===== config.mk =====
export PLATFORM = sky130hd
export DESIGN_NAME = rptr_xbus_if
export DESIGN_NICKNAME = d
export VERILOG_FILES = /design/src/rtl/xbus_pkg.sv /design/src/rtl/xbus_req.sv /design/src/rtl/xbus_steer.sv /design/src/rtl/xbus_jam.sv /design/src/rtl/rptr_xbus_if.sv
export SDC_FILE = /design/constraint.sdc
export NUM_CORES = 1
export LEC_CHECK = 0
export ABC_AREA = 1
export BUFFER_PORTS_ARGS = -buffer_cell sky130_fd_sc_hd__buf_2
export CAP_MARGIN = 10
export CORE_UTILIZATION = 48
export CTS_CLUSTER_DIAMETER = 150
export DETAILED_ROUTE_END_ITERATION = 12
export GPL_TIMING_DRIVEN = 0
export PLACE_DENSITY = 0.86
export REMOVE_ABC_BUFFERS = 1
export SLEW_MARGIN = 20
export SYNTH_ARGS = -nofsm -noshare
export SYNTH_HDL_FRONTEND = slang
export SYNTH_HIERARCHICAL = 1
export SYNTH_SLANG_ARGS = --single-unit

===== constraint.sdc =====
create_clock -name clk -period 3.33 [get_ports clk]
set_input_delay 0.333 -clock clk [delete_from_list [all_inputs] [get_ports clk]]
set_output_delay 0.333 -clock clk [all_outputs]
set_load 0.01 [all_outputs]

===== src/rtl/xbus_pkg.sv =====
package xbus_pkg;
  typedef struct packed {
    logic valid;
    logic data;
    logic jam;
    logic multi;
  } xbus_rx_t;

  function automatic int unsigned cnt_w(input int unsigned maxval);
    return (maxval < 2) ? 1 : $clog2(maxval + 1);
  endfunction
endpackage


===== src/rtl/xbus_req.sv =====
module xbus_req #(
  parameter int NPORTS = 8
) (
  input  logic              clk,
  input  logic              rst,
  input  logic [NPORTS-1:0] port_act,
  output logic              req_n,
  output logic              any_act,
  output logic              multi_act
);
  localparam int CW = $clog2(NPORTS + 1);

  logic [CW-1:0] act_cnt;

  always_comb begin
    act_cnt = '0;
    for (int i = 0; i < NPORTS; i++)
      act_cnt = act_cnt + CW'(port_act[i]);
  end

  assign any_act   = (act_cnt != '0);
  assign multi_act = (act_cnt > CW'(1));

  always_ff @(posedge clk) begin
    if (rst) req_n <= 1'b1;
    else     req_n <= ~any_act;
  end
endmodule


===== src/rtl/xbus_steer.sv =====
module xbus_steer
  import xbus_pkg::*;
(
  input  logic     clk,
  input  logic     rst,
  input  logic     req_n,
  input  logic     ack_n,
  input  logic     multi_act,
  input  logic     nrz_in,
  input  logic     dat_in,
  input  logic     jam_in,
  output logic     dat_out,
  output logic     jam_out,
  output logic     bus_oe,
  output xbus_rx_t rx
);
  logic listen;

  assign bus_oe = ~req_n & ~ack_n;
  assign listen = req_n & ~ack_n;

  always_ff @(posedge clk) begin
    if (rst) begin
      dat_out <= 1'b0;
      jam_out <= 1'b0;
      rx      <= '0;
    end else begin
      jam_out     <= multi_act;
      dat_out     <= multi_act ? 1'b0 : nrz_in;
      rx.valid    <= listen;
      rx.data     <= listen & dat_in;
      rx.jam      <= listen & jam_in;
      rx.multi    <= listen & jam_in & ~dat_in;
    end
  end
endmodule


===== src/rtl/xbus_jam.sv =====
module xbus_jam #(
  parameter int NPORTS  = 8,
  parameter int JAM_MIN = 96
) (
  input  logic              clk,
  input  logic              rst,
  input  logic              trig,
  output logic [NPORTS-1:0] jam_en,
  output logic [NPORTS-1:0] jam_d
);
  localparam int CW = xbus_pkg::cnt_w(JAM_MIN);

  logic          active;
  logic          pat;
  logic [CW-1:0] bits;

  always_ff @(posedge clk) begin
    if (rst) begin
      active <= 1'b0;
      pat    <= 1'b0;
      bits   <= '0;
    end else if (!active) begin
      if (trig) begin
        active <= 1'b1;
        pat    <= 1'b1;
        bits   <= CW'(1);
      end
    end else begin
      if (bits < CW'(JAM_MIN)) begin
        bits <= bits + CW'(1);
        pat  <= ~pat;
      end else if (!trig) begin
        active <= 1'b0;
        pat    <= 1'b0;
        bits   <= '0;
      end else begin
        pat <= ~pat;
      end
    end
  end

  for (genvar g = 0; g < NPORTS; g++) begin : g_port
    assign jam_en[g] = active;
    assign jam_d[g]  = pat;
  end
endmodule


===== src/rtl/rptr_xbus_if.sv =====
module rptr_xbus_if
  import xbus_pkg::*;
#(
  parameter int NPORTS  = 8,
  parameter int JAM_MIN = 96
) (
  input  logic              clk,
  input  logic              rst,
  input  logic [NPORTS-1:0] port_act,
  input  logic              nrz_in,
  input  logic              ack_n,
  input  logic              xcol_n,
  input  logic              dat_in,
  input  logic              jam_in,
  output logic              req_n,
  output logic              dat_out,
  output logic              dat_oe,
  output logic              jam_out,
  output logic              jam_oe,
  output logic              rx_valid,
  output logic              rx_data,
  output logic              rx_jam,
  output logic              rx_multi,
  output logic [NPORTS-1:0] port_jam_en,
  output logic [NPORTS-1:0] port_jam_d
);
  logic     any_act;
  logic     multi_act;
  logic     bus_oe;
  xbus_rx_t rx;

  xbus_req #(.NPORTS(NPORTS)) u_req (
    .clk(clk), .rst(rst), .port_act(port_act),
    .req_n(req_n), .any_act(any_act), .multi_act(multi_act)
  );

  xbus_steer u_steer (
    .clk(clk), .rst(rst), .req_n(req_n), .ack_n(ack_n),
    .multi_act(multi_act), .nrz_in(nrz_in), .dat_in(dat_in), .jam_in(jam_in),
    .dat_out(dat_out), .jam_out(jam_out), .bus_oe(bus_oe), .rx(rx)
  );

  xbus_jam #(.NPORTS(NPORTS), .JAM_MIN(JAM_MIN)) u_jam (
    .clk(clk), .rst(rst), .trig(~xcol_n),
    .jam_en(port_jam_en), .jam_d(port_jam_d)
  );

  assign dat_oe   = bus_oe;
  assign jam_oe   = bus_oe;
  assign rx_valid = rx.valid;
  assign rx_data  = rx.data;
  assign rx_jam   = rx.jam;
  assign rx_multi = rx.multi;
endmodule


==> impl_metrics.csv <==
group,metric,value,unit
status,outcome,"finished clean",
cts,cts_made_buffers,3,
cts,clk_latency,290,ps
hold_path,min_from,"dat_in",
synth,synth_top_area_share,30.9,%
sta,setup_viol,0,
layout,drive_above_1_share,33.1,%
critical_path,start_kind,"input pin",
layout,seqCellArea,320,um^2
cts,cts-resized-gates,0,
cts,post-cts-setup-buffers,0,
layout,fin_area,0.00117,mm^2
layout,antenna_cells,0,
place,gp_congestion,0.789,
global_route,globalRouteMet2Util,33.6,%
sta,fmax,0.346,GHz
critical_path,cp_data_arrival_time,3100,ps
critical_path,worstRegToRegCells,6,
detailed_routing,ant_nets,0,
power_and_ir_drop,leakage,0.687,nW
cts,cts_num_sinks,16,
sta,tightest_slew,327,ps
hold_path,whs_endpoint,"u_steer/rx[0]",
critical_path,r2r-end,"u_jam/bits[5]",
synth,synth.area.top_cells,"dfxtp_1 (31%), buf_4 (12%), inv_1 (12%)",
detailed_routing,wire_per_inst,9.32,um
floorplanning,dieArea,0.00235,mm^2
sta,fin_crit_sh,86.8,%
layout,nFillCells,194,
layout,multi_input_area,460,um^2
global_route,grt_max_degree,13,
critical_path,cpMostUsedCell,"fa_1",
job,maxCapViolCount,0,
floorplanning,core_region_area,0.00200,mm^2
layout,fin_util,58.6,%
critical_path,crit_chain,"buf_2, inv_1, fa_1, fa_1, fa_1, inv_1, ha_1, inv_1, fa_1, nand2_1, nand2_1, nor2_2, nand2_1, nor3b_1",
floorplanning,rows,16,
detailed_routing,drtIter0Drc,20,
cts,root_buffer,"clkbuf_4",
synth,syn_area_per_cell,7.40,um^2
power_and_ir_drop,powerDensity,435,mW/mm^2
detailed_routing,remaining_drc_errors,0,
synth,ys_types,20,
critical_path,timing.rr.start,"u_jam/active",
synth,synth_seq_cells,16,
place,port_buffers,39,
power_and_ir_drop,ir_drop,0.278,mV
critical_path,reg2reg_slack,2110,ps
detailed_routing,via_per_inst,4.49,
place,dpl.hpwl,1460,um
synth,yosysSeqAreaShare,30.9,%
layout,finalNetCount,190,
sta,drv_slew,0,
global_route,grt_use_total,17.7,%
synth,synthCells,140,
sta,finalHoldViolations,0,
hold_path,hold_depth,2,
layout,final_cell_mix,"buf_2 (39), inv_1 (33), nand2_1 (23)",
critical_path,cp.required,3540,ps
sta,fin_setup_tns,0,ps
critical_path,cp_max_fo,2,
critical_path,worstSetupPathType,"in2reg",
sta,layout_min_cycle_time,2890,ps
sta,finClkSkew,4.24,ps
cts,cts_tree,"done",
floorplanning,die_x,48.5,um
hold_path,hp-class,"in2reg",
detailed_routing,routed-via-count,866,
critical_path,slowest_delay,570,ps
floorplanning,dieHeight,48.5,um
floorplanning,initial_core_util,51.8,%
global_route,first_global_vias,795,
cts,ctsHoldBuffers,0,
place,place_area,0.00114,mm^2
global_route,grt_pass1_wl,3130,um
global_route,use_met1,16.8,%
floorplanning,pin_count,40,
cts,cts_buffer_depth,2,
layout,final_common_cell,"buf_2",
sta,slew_headroom,78.2,%
synth,yosys_warnings,6,
global_route,antenna_found_initial,0,
critical_path,cp-end-kind,"register",
synth,synthesis.area,0.00104,mm^2
global_route,grt_busiest_layer,"met2",
sta,grt_setup_unrepaired,"no",
detailed_routing,wl,1800,um
cts,clkTransAtPathRegs,90,ps
layout,areaGrowthSynthToFinish,13.3,%
detailed_routing,drtPass1Iterations,4,
synth,yosys.area.top_type,"dfxtp_1",
cts,htree_levels,1,
global_route,grt_overflow,0,
critical_path,crit_slowest_cell,"fa_1",
global_route,grt_use_met3,4.40,%
## how the worst max path moves through the flow
stage / cells past startpoint / endpoint / start
floorplan: 13 / u_steer/dat_out / port_act[0]
global route: 14 / u_steer/dat_out / port_act[0]
detailed placement: 14 / u_steer/dat_out / port_act[0]
CTS: 14 / u_steer/dat_out / port_act[0]
global placement: 14 / u_steer/dat_out / port_act[0]
finish: 14 / u_steer/dat_out / port_act[0]
## cells in the mapped netlist
master / n
ha_1: 4
a21oi_1: 5
o21ai_0: 3
nor2_1: 13
inv_1: 33
a21oi_4: 1
o31ai_1: 1
o21a_1: 1
nand2_2: 5
fa_1: 4
nor3b_1: 1
nand4_1: 2
nand3_4: 1
dfxtp_1: 16
nor2_2: 3
nand2_4: 1
buf_4: 17
inv_2: 1
nand2_1: 23
nand3_1: 5
## metrics by stage
step | hold slack, ps | worst slack [ps] | std cells | total power, mW
finish | 216 | 440 | 193 | 0.511
detailed placement | 435 | 121 | 189 | 0.390
global placement | 431 | 212 | 189 | 0.380
global route | 223 | 276 | 193 | 0.544
CTS | 203 | 432 | 193 | 0.516
floorplan | 400 | 402 | 123 | 0.333
## power breakdown
group          internal [mW]  total, mW  switching, mW  leakage, nW
sequential             0.206      0.217         0.0105        0.131
clock                 0.0666      0.127         0.0606       0.0210
combinational         0.0705      0.167         0.0966        0.535
## worst max-delay path: cells and delay by family
kind / cells / cell delay (ps)
fa+ha+maj: 5 / 1970
simple gates: 5 / 540
buf+inv: 4 / 240
## per-layer routing
layer	wire, um	share of wire (%)
met4	29	1.6
met3	86	4.8
met1	724	40
met5	0	0
met2	958	53
## sequential cells by signal (all words and copies together) (netlist names)
register and cells:
u_jam/bits 7, u_jam/active 1, u_jam/pat 1, u_steer/rx 4, u_steer/jam_out 1, u_req/req_n 1
u_steer/dat_out 1
## logic make-up (layout without fill, tap and decap cells)
kind of cell,after synthesis,in the layout,share of synthesized area (%)
AO/OA/AOI/OAI,11,11,6.88
adder cells (fa/ha/maj),8,8,12.6
buffers and inverters,51,77,24.6
AND/OR/NAND/NOR,54,54,25.0
flip-flops,16,16,30.9
## cell type report
cell class              count  area share (%)
multi-input cells          73            39.2
flip-flops and latches     16            27.3
repair buffers             39            16.6
inverters                  34            10.9
clock buffers               4            3.09
well taps                  27            2.88
Power figures use the tool's default switching activity.
